File: src/rtl/tmr_pkg.sv
package tmr_pkg;

   typedef enum logic [1:0] {
      RUN_OFF  = 2'b00,
      RUN_ONCE = 2'b01,
      RUN_LOOP = 2'b10,
      RUN_RSVD = 2'b11
   } run_mode_e;

   localparam logic [2:0] ADDR_CTRL     = 3'd0;
   localparam logic [2:0] ADDR_PERIOD   = 3'd1;
   localparam logic [2:0] ADDR_PRESCALE = 3'd2;
   localparam logic [2:0] ADDR_COUNT    = 3'd3;
   localparam logic [2:0] ADDR_GLOBAL   = 3'd4;

   localparam int CTRL_SRC_BIT  = 2;
   localparam int CTRL_STAT_BIT = 3;
   localparam int GLB_REL_BIT   = 0;

endpackage

File: src/rtl/tmr_edge_sync.sv
module tmr_edge_sync #(
   parameter int STAGES = 2
) (
   input  logic clk,
   input  logic rst_n,
   input  logic async_i,
   output logic rise_o
);

   localparam int CHAIN_W = STAGES + 1;

   if (STAGES < 2) begin : g_bad_stages
      $error("tmr_edge_sync: STAGES must be at least 2");
   end

   logic [CHAIN_W-1:0] chain_q;

   always_ff @(posedge clk or negedge rst_n) begin
      if (!rst_n) chain_q <= '0;
      else        chain_q <= {chain_q[CHAIN_W-2:0], async_i};
   end

   // last synchronized sample high, previous sample low
   assign rise_o = chain_q[STAGES-1] & ~chain_q[STAGES];

endmodule

File: src/rtl/tmr_regs.sv
module tmr_regs
   import tmr_pkg::*;
#(
   parameter int DATA_W  = 32,
   parameter int CNT_W   = 16,
   parameter int PRE_W   = 8,
   parameter bit HAS_PRE = 1'b1
) (
   input  logic              clk,
   input  logic              rst_n,
   input  logic              wr_en,
   input  logic [2:0]        wr_addr,
   input  logic [DATA_W-1:0] wr_data,
   input  logic [2:0]        rd_addr,
   output logic [DATA_W-1:0] rd_data,
   input  logic [CNT_W-1:0]  cnt_i,
   input  logic              status_i,
   input  logic              done_i,
   output run_mode_e         mode_o,
   output logic              src_ext_o,
   output logic [CNT_W-1:0]  period_o,
   output logic [PRE_W-1:0]  prescale_o,
   output logic              ld_o,
   output logic [CNT_W-1:0]  ld_val_o,
   output logic              rel_o
);

   run_mode_e          mode_q;
   logic               src_q;
   logic [CNT_W-1:0]   period_q;
   logic [PRE_W-1:0]   pre_val;
   logic               rel_q;

   always_ff @(posedge clk or negedge rst_n) begin
      if (!rst_n) begin
         mode_q   <= RUN_OFF;
         src_q    <= 1'b0;
         period_q <= '0;
         rel_q    <= 1'b0;
      end else begin
         if (done_i) mode_q <= RUN_OFF;
         if (wr_en) begin
            case (wr_addr)
               ADDR_CTRL: begin
                  mode_q <= run_mode_e'(wr_data[1:0]);
                  src_q  <= wr_data[CTRL_SRC_BIT];
               end
               ADDR_PERIOD: period_q <= wr_data[CNT_W-1:0];
               ADDR_GLOBAL: rel_q    <= wr_data[GLB_REL_BIT];
               default: ;
            endcase
         end
      end
   end

   if (HAS_PRE) begin : g_pre_reg
      always_ff @(posedge clk or negedge rst_n) begin
         if (!rst_n)
            pre_val <= '0;
         else if (wr_en && wr_addr == ADDR_PRESCALE)
            pre_val <= wr_data[PRE_W-1:0];
      end
   end else begin : g_no_pre_reg
      assign pre_val = '0;
   end

   always_comb begin
      rd_data = '0;
      case (rd_addr)
         ADDR_CTRL: begin
            rd_data[1:0]          = mode_q;
            rd_data[CTRL_SRC_BIT]  = src_q;
            rd_data[CTRL_STAT_BIT] = status_i;
         end
         ADDR_PERIOD:   rd_data[CNT_W-1:0] = period_q;
         ADDR_PRESCALE: rd_data[PRE_W-1:0] = pre_val;
         ADDR_COUNT:    rd_data[CNT_W-1:0] = cnt_i;
         ADDR_GLOBAL:   rd_data[GLB_REL_BIT] = rel_q;
         default: ;
      endcase
   end

   assign mode_o     = mode_q;
   assign src_ext_o  = src_q;
   assign period_o   = period_q;
   assign prescale_o = pre_val;
   assign ld_o       = wr_en && (wr_addr == ADDR_COUNT);
   assign ld_val_o   = wr_data[CNT_W-1:0];
   assign rel_o      = rel_q;

endmodule

File: src/rtl/tmr_count_core.sv
module tmr_count_core
   import tmr_pkg::*;
#(
   parameter int CNT_W   = 16,
   parameter int PRE_W   = 8,
   parameter bit HAS_PRE = 1'b1
) (
   input  logic             clk,
   input  logic             rst_n,
   input  run_mode_e        mode_i,
   input  logic             src_ext_i,
   input  logic             ext_rise_i,
   input  logic [CNT_W-1:0] period_i,
   input  logic [PRE_W-1:0] prescale_i,
   input  logic             ld_i,
   input  logic [CNT_W-1:0] ld_val_i,
   output logic [CNT_W-1:0] cnt_o,
   output logic             match_o,
   output logic             done_o
);

   logic [CNT_W-1:0] cnt_q;
   logic             running;
   logic             tick;
   logic             frozen;
   logic             adv;
   logic             step;
   logic             match;

   assign running = (mode_i == RUN_ONCE) || (mode_i == RUN_LOOP);
   assign tick    = src_ext_i ? ext_rise_i : 1'b1;
   // a zero period with a zero count never starts
   assign frozen  = (period_i == '0) && (cnt_q == '0);
   assign adv     = running && tick && !frozen && !ld_i;

   if (HAS_PRE) begin : g_prescaler
      logic [PRE_W-1:0] pre_q;
      logic             pre_term;

      assign pre_term = (pre_q == prescale_i);

      always_ff @(posedge clk or negedge rst_n) begin
         if (!rst_n)       pre_q <= '0;
         else if (ld_i)    pre_q <= '0;
         else if (adv)     pre_q <= pre_term ? '0 : pre_q + 1'b1;
      end

      assign step = adv && pre_term;
   end else begin : g_direct
      logic unused_prescale;
      assign unused_prescale = ^prescale_i;
      assign step = adv;
   end

   assign match = step && (cnt_q == period_i);

   always_ff @(posedge clk or negedge rst_n) begin
      if (!rst_n)      cnt_q <= '0;
      else if (ld_i)   cnt_q <= ld_val_i;
      else if (match)  cnt_q <= '0;
      else if (step)   cnt_q <= cnt_q + 1'b1;
   end

   assign cnt_o   = cnt_q;
   assign match_o = match;
   assign done_o  = match && (mode_i == RUN_ONCE);

endmodule

File: src/rtl/tmr_out.sv
module tmr_out (
   input  logic clk,
   input  logic rst_n,
   input  logic rel_i,
   input  logic match_i,
   output logic irq_o,
   output logic dma_o,
   output logic tout_o,
   output logic tout_oe_o,
   output logic status_o
);

   logic irq_q;
   logic dma_q;
   logic lvl_q;

   always_ff @(posedge clk or negedge rst_n) begin
      if (!rst_n) begin
         irq_q <= 1'b0;
         dma_q <= 1'b0;
      end else begin
         irq_q <= match_i;
         dma_q <= match_i;
      end
   end

   always_ff @(posedge clk or negedge rst_n) begin
      if (!rst_n)       lvl_q <= 1'b0;
      else if (!rel_i)  lvl_q <= 1'b0;
      else if (match_i) lvl_q <= ~lvl_q;
   end

   assign irq_o     = irq_q;
   assign dma_o     = dma_q;
   assign tout_o    = lvl_q & rel_i;
   assign tout_oe_o = rel_i;
   assign status_o  = lvl_q & rel_i;

endmodule

File: src/rtl/tmr_top.sv
module tmr_top
   import tmr_pkg::*;
#(
   parameter int DATA_W        = 32,
   parameter int CNT_W         = 16,
   parameter int PRE_W         = 8,
   parameter bit HAS_PRESCALER = 1'b1,
   parameter int SYNC_STAGES   = 2
) (
   input  logic              clk,
   input  logic              rst_n,
   input  logic              wr_en,
   input  logic [2:0]        wr_addr,
   input  logic [DATA_W-1:0] wr_data,
   input  logic [2:0]        rd_addr,
   output logic [DATA_W-1:0] rd_data,
   input  logic              ext_clk_i,
   output logic              irq_o,
   output logic              dma_evt_o,
   output logic              tout_o,
   output logic              tout_oe_o
);

   if (CNT_W < 2 || CNT_W > DATA_W) begin : g_bad_cnt_w
      $error("tmr_top: CNT_W must lie in 2..DATA_W");
   end
   if (PRE_W < 1 || PRE_W > DATA_W) begin : g_bad_pre_w
      $error("tmr_top: PRE_W must lie in 1..DATA_W");
   end
   if (DATA_W < 8) begin : g_bad_data_w
      $error("tmr_top: DATA_W must be at least 8");
   end

   run_mode_e        mode_w;
   logic             src_w;
   logic [CNT_W-1:0] period_w;
   logic [PRE_W-1:0] prescale_w;
   logic             ld_w;
   logic [CNT_W-1:0] ld_val_w;
   logic             rel_w;
   logic [CNT_W-1:0] cnt_w;
   logic             match_w;
   logic             done_w;
   logic             status_w;
   logic             ext_rise_w;

   tmr_regs #(
      .DATA_W (DATA_W),
      .CNT_W  (CNT_W),
      .PRE_W  (PRE_W),
      .HAS_PRE(HAS_PRESCALER)
   ) u_regs (
      .clk       (clk),
      .rst_n     (rst_n),
      .wr_en     (wr_en),
      .wr_addr   (wr_addr),
      .wr_data   (wr_data),
      .rd_addr   (rd_addr),
      .rd_data   (rd_data),
      .cnt_i     (cnt_w),
      .status_i  (status_w),
      .done_i    (done_w),
      .mode_o    (mode_w),
      .src_ext_o (src_w),
      .period_o  (period_w),
      .prescale_o(prescale_w),
      .ld_o      (ld_w),
      .ld_val_o  (ld_val_w),
      .rel_o     (rel_w)
   );

   tmr_edge_sync #(
      .STAGES(SYNC_STAGES)
   ) u_sync (
      .clk    (clk),
      .rst_n  (rst_n),
      .async_i(ext_clk_i),
      .rise_o (ext_rise_w)
   );

   tmr_count_core #(
      .CNT_W  (CNT_W),
      .PRE_W  (PRE_W),
      .HAS_PRE(HAS_PRESCALER)
   ) u_core (
      .clk       (clk),
      .rst_n     (rst_n),
      .mode_i    (mode_w),
      .src_ext_i (src_w),
      .ext_rise_i(ext_rise_w),
      .period_i  (period_w),
      .prescale_i(prescale_w),
      .ld_i      (ld_w),
      .ld_val_i  (ld_val_w),
      .cnt_o     (cnt_w),
      .match_o   (match_w),
      .done_o    (done_w)
   );

   tmr_out u_out (
      .clk      (clk),
      .rst_n    (rst_n),
      .rel_i    (rel_w),
      .match_i  (match_w),
      .irq_o    (irq_o),
      .dma_o    (dma_evt_o),
      .tout_o   (tout_o),
      .tout_oe_o(tout_oe_o),
      .status_o (status_w)
   );

endmodule

File: config.mk
export PLATFORM = sky130hd
export DESIGN_NAME = tmr_top
export DESIGN_NICKNAME = d
export VERILOG_FILES = /design/src/rtl/tmr_pkg.sv /design/src/rtl/tmr_edge_sync.sv /design/src/rtl/tmr_regs.sv /design/src/rtl/tmr_count_core.sv /design/src/rtl/tmr_out.sv /design/src/rtl/tmr_top.sv
export SDC_FILE = /design/constraint.sdc
export NUM_CORES = 1
export LEC_CHECK = 0
export ABC_AREA = 1
export BUFFER_PORTS_ARGS = -buffer_cell sky130_fd_sc_hd__buf_4
export CAP_MARGIN = 20
export CELL_PAD_IN_SITES_DETAIL_PLACEMENT = 1
export CELL_PAD_IN_SITES_GLOBAL_PLACEMENT = 1
export CORE_ASPECT_RATIO = 0.5
export CORE_MARGIN = 2
export CORE_UTILIZATION = 39
export CTS_CLUSTER_DIAMETER = 50
export CTS_CLUSTER_SIZE = 8
export DETAILED_ROUTE_END_ITERATION = 8
export PLACE_DENSITY = 0.78
export SYNTH_ARGS = -nofsm -noshare
export SYNTH_HDL_FRONTEND = slang
export SYNTH_SLANG_ARGS = --single-unit
File: constraint.sdc
create_clock -name clk -period 2.6 [get_ports clk]
set_clock_uncertainty 0.15 [all_clocks]
set_input_delay 0.13 -clock clk [delete_from_list [all_inputs] [get_ports clk]]
set_output_delay 0.13 -clock clk [all_outputs]
set_load 0.03 [all_outputs]
# Word level (Yosys, flattened, before mapping)
# Index checks and enable logic that the tools add are counted.
[totals]
regBits = 57
out_inout_bits = 36
[op_classes]
addsub = 2
eq_ne = 13
muxes = 16
bitwise = 4
reduce_logical = 21
[ops]
columns = ["cell", "count"]
rows = [
  ["$mux 16", 3],
  ["$logic_not 16->1", 2],
  ["$mux 8", 3],
  ["$add 16x1->16 const B", 1],
  ["$eq 16x16->1", 1],
  ["$pmux 8 s2", 1],
  ["$eq 3x2->1 const B", 4],
  ["$pmux 3 s4", 1],
  ["$pmux 4 s3", 1],
  ["$logic_and 1x1->1", 9],
  ["$add 8x1->8 const B", 1],
  ["$eq 8x8->1", 1],
  ["$eq 3x1->1 const B", 2],
  ["$eq 3x3->1 const B", 2],
  ["$logic_not 3->1", 2],
  ["$mux 2", 3],
  ["$reduce_and 2->1", 3],
  ["$pmux 1 s5", 1],
  ["$mux 1", 3],
  ["$reduce_bool 3->1", 1],
  ["$and 1x1->1", 2],
  ["$eq 2x1->1 const B", 1],
  ["$eq 2x2->1 const B", 1],
  ["$logic_not 1->1", 2],
  ["4 further kinds", 5],
]

# Logic depth before layout (Yosys ltp)
[logic_depth]
word_depth = 12
mapped_depth = 14
ltp_nobuf = 14

# By module
# From an unflattened synthesis, not the netlist that was laid out.
[unflattened]
hier_cells = 582
hier_area_um2 = 4226.6
[by_module_without_submodules]
columns = ["mod", "n_inst", "cells_each", "area_per_inst_um2", "seq_area_each_um2"]
rows = [
  ["tmr_count_core", 1, 320, 2147.1, 600.6],
  ["tmr_regs", 1, 246, 1896.8, 700.7],
  ["tmr_out", 1, 11, 97.6, 50.0],
  ["tmr_edge_sync", 1, 5, 85.1, 75.1],
]

# Worst setup path after synthesis
# OpenSTA, ideal clock, no wires.
[synth_path]
path_type = "reg-to-reg"
start = "register u_core.cnt_q[0] (netlist: u_core.cnt_o[0])"
end = "register u_core.cnt_q[7] (netlist: u_core.cnt_o[7])"
setup_ps = 69
arrival_time_ps = 1601
required_ps = 2381
setup_slack_ps = 780
stages_incl_launch_ff = 14
n_path_buf = 1
period_less_slack_ps = 1820
cell_sequence = "dfrtp_1 inv_1 ha_1 inv_1 nor2_1 nand2_1 nor2_1 nand2_1 nor2_4 nor2_2 a21oi_4 buf_4 nand2_1 nand3_1"
[synth_via]
elab_chain_len = 9
[synth_lines]
columns = ["element", "line", "rtl"]
rows = [
  ["from (decl)", "tmr_count_core.sv:22", "logic [CNT_W-1:0] cnt_q;"],
  ["from (signal assigned)", "tmr_count_core.sv:59", "else if (ld_i) cnt_q <= ld_val_i;"],
  ["from (signal assigned)", "tmr_count_core.sv:61", "else if (step) cnt_q <= cnt_q + 1'b1;"],
  ["parallel branches: the longest is 9 deep, another holds $add 16x1->16", "-", ""],
]
# Several ways; the timed one is not identified. The select of a mux whose other input is x is not followed.
# A chain may end at the register's enable or synchronous reset.

# Worst setup path in the final report
[layout_path]
start = "register u_core.cnt_q[0] (netlist: u_core.cnt_o[0])"
end = "register u_core.cnt_q[9] (netlist: u_core.cnt_o[9])"
# The elaborated chain is that of the path after synthesis.

==> impl_metrics.ini <==
[status]
status = finished, final reports clean

[synthesis]
ys.flop_type = dfrtp_1
synth-seq-cells = 57
synth.avg_cell_area_um2 = 7.27
synthXorXnorAreaFrac_pct = 3.90
synth_edf_count = 0
synth_cells = 495
synth_mux_area_share_pct = 0
synth_most_common_cell = nand2_1
synth_top_area_share_pct = 39.7
synth_commonest_cells = nand2_1, inv_1, dfrtp_1
synth-seq-area-share_pct = 39.7
synth_area_leaders = dfrtp_1, nand2_1, inv_1
async_reset_ff_share_pct = 100
yosys.area_share.simple_pct = 31.1
synth_adder_area_share_pct = 1.39
synth_area_um2 = 3600
synth_top_family_by_area = simple AND/OR/NAND/NOR gates
synth_compound_area_share_pct = 11.9
synth_warnings = 0
synth_cell_type_count = 34
synth_area_leader_cell = dfrtp_1

[clocking]
cts-root-buf = clkbuf_16
cts_resized = 0
clock_latency_ns = 0.34
cts_tree = yes
cts.htree.levels = 3
cts_buffer_depth = 2
clk_pin_slew_ns = 0.06
cts.sinks = 57
cts_buffers = 9

[layout]
syn_to_final_growth_pct = 25.6
fin_nets = 612
final_util_pct = 51.2
drive_above_1_share_pct = 15.9
fin_area_um2 = 4520
num_antenna_cells = 0

[sta]
slew_headroom_pct = 47.6
tns_ns = 0
setup-violations-final = 0
finalMaxSlewViolations = 0
post-route-period-util_pct = 85.5
hold_viol = 0
rsz0062_at_grt = no
tightest_slew_ns = 0.785
whs_ns = 0.202
fin_crit_ns = 2.22
fmax_ghz = 0.450

[pwr]
swShare_pct = 40.9
vdd.ir_drop.worst_mv = 0.355
clockPowerShare_pct = 29.6
intPower_mw = 2.38
power_frac_seq_pct = 36.3
p_leak_nw = 2.19
switchingPower_mw = 1.65
p_per_area_nw_per_um2 = 892
combPwrFrac_pct = 34.1

[floorplanning]
die_width_um = 140
dieArea_um2 = 10100
initial_core_util_pct = 40.7
coreArea_um2 = 8830
io_pins = 78
rows = 24
die_h_um = 71.9

[setup_path]
slowest_delay_ns = 0.41
arrival_ns = 2.34
cp_max_fo = 14
cp.buffers_inverters = 2
cpMostUsedCell = nand2_1
worst-setup-path-type = flip-flop to flip-flop
end_kind = flip-flop
cp_cell_sequence = inv_1, ha_1, inv_1, nor2_1, nand2_1, nor2_1, nand2_1, nor2_4, nor2_2, a21oi_4, nand2_1, nand3_1
slowest_stage = dfrtp_1
required_ns = 2.72
cp_top_family = simple AND/OR/NAND/NOR gates
start_kind = flip-flop

[placement]
gp_congestion = 0.787
port_buffers = 45
placed_area_um2 = 4000
place_hpwl_mm = 7.78

[global_route]
grt_pass1_wl_mm = 18.5
grt_use_total_pct = 23.7
antenna_found_initial = 0
grt_max_degree = 58
overflow = 0
grt_pass1_vias = 3562

[min_path]
hold_path_class = flip-flop to flip-flop

[routing]
wl_mm = 11.1
drcViolationCount = 0
first_pass_iters = 4
drt_iter0_drc = 154
via_per_inst = 5.03
postRouteAntennaNets = 0
vias = 3463
wl_per_cell_um = 16.2

[job]
maxCapViolCount = 0
==> final timing paths <==
| path | from | to | slack, ns | depth (start not counted) |
|---|---|---|---|---|
| min in group asynchronous | rst_n | u_out.lvl_q | 0.25 | 2 |
| worst max register to register | u_core.cnt_o[0] | u_core.cnt_o[9] | 0.38 | 12 |
| max in group asynchronous | rst_n | u_regs.prescale_o[5] | 1.51 | 2 |
| worst min register to register | u_sync.chain_q[0] | u_sync.chain_q[1] | 0.20 | 0 |
| worst max-delay path | u_core.cnt_o[0] | u_core.cnt_o[9] | 0.38 | 12 |
| worst min-delay path | u_sync.chain_q[0] | u_sync.chain_q[1] | 0.20 | 0 |
==> per-stage QoR <==
stage / setup slack, ns / cells / total power, mW
floorplan: 0.780 / 510 / 2.38
global placement: 0.424 / 650 / 2.74
detailed placement: 0.388 / 650 / 2.80
CTS: 0.363 / 688 / 4.05
global route: 0.189 / 688 / 4.33
finish: 0.378 / 688 / 4.03
==> state kept, by name (all words and copies together) (netlist names) <==
name	flops
u_core.cnt_o	16
u_core.g_prescaler.pre_q	8
u_out.irq_o	1
u_out.lvl_q	1
u_regs.mode_o	2
u_regs.period_o	16
u_regs.prescale_o	8
u_regs.rel_o	1
u_regs.src_ext_o	1
u_sync.chain_q	3
==> layout make-up <==
class / instances / area, µm²
clock buffers: 9 / 225
clock inverters: 7 / 71.3
fillers: 1129 / 4310
inverters: 66 / 248
multi-input cells: 359 / 1800
flip-flops and latches: 57 / 1430
well taps: 117 / 146
repair buffers: 73 / 603
==> cell families after synthesis <==
logic type	after synthesis
AOI/OAI and AO/OA	73
other	1
and+or+nand+nor	250
xor gates and xnor gates	16
buffers and inverters	94
DFF	57
adders and majority gates	4
==> what timing repair did <==
action,in CTS,in global routing
hold buffers,22,0
setup buffers,0,0
endpoints found under the hold margin,94,0
==> metal layers <==
metal	part of all wire, %	GRT usage [%]
met1	49	32.5
met2	46	38.8
met3	3.7	5.21
met4	1.1	6.22
met5	0	0
==> power groups by stage <==
stage                     logic, mW  registers [mW]  clock network [mW]
after floorplan                1.02            1.36                   0
after global placement         1.29            1.45                   0
after detailed placement       1.33            1.46                   0
after CTS                      1.38            1.46                1.21
after global routing           1.57            1.51                1.25
final                          1.37            1.46                1.19
==> placed cells by master, fill, tap and decap left out, drive strengths merged, types with 4 or more instances in the layout <==
| cell | instances |
|---|---|
| nand2 | 129 |
| inv | 66 |
| dfrtp | 57 |
| nor2 | 56 |
| buf | 51 |
| nand3 | 40 |
| o21ai | 36 |
| dlygate4sd3 | 22 |
| conb | 16 |
| a21oi | 14 |
| o22ai | 13 |
| nor3 | 11 |
| xor2 | 10 |
| clkbuf | 9 |
| nand4 | 9 |
| o221ai | 6 |
| xnor2 | 6 |
| ha | 4 |
| or2 | 4 |
No activity file was read; power rests on OpenSTA's default activity.
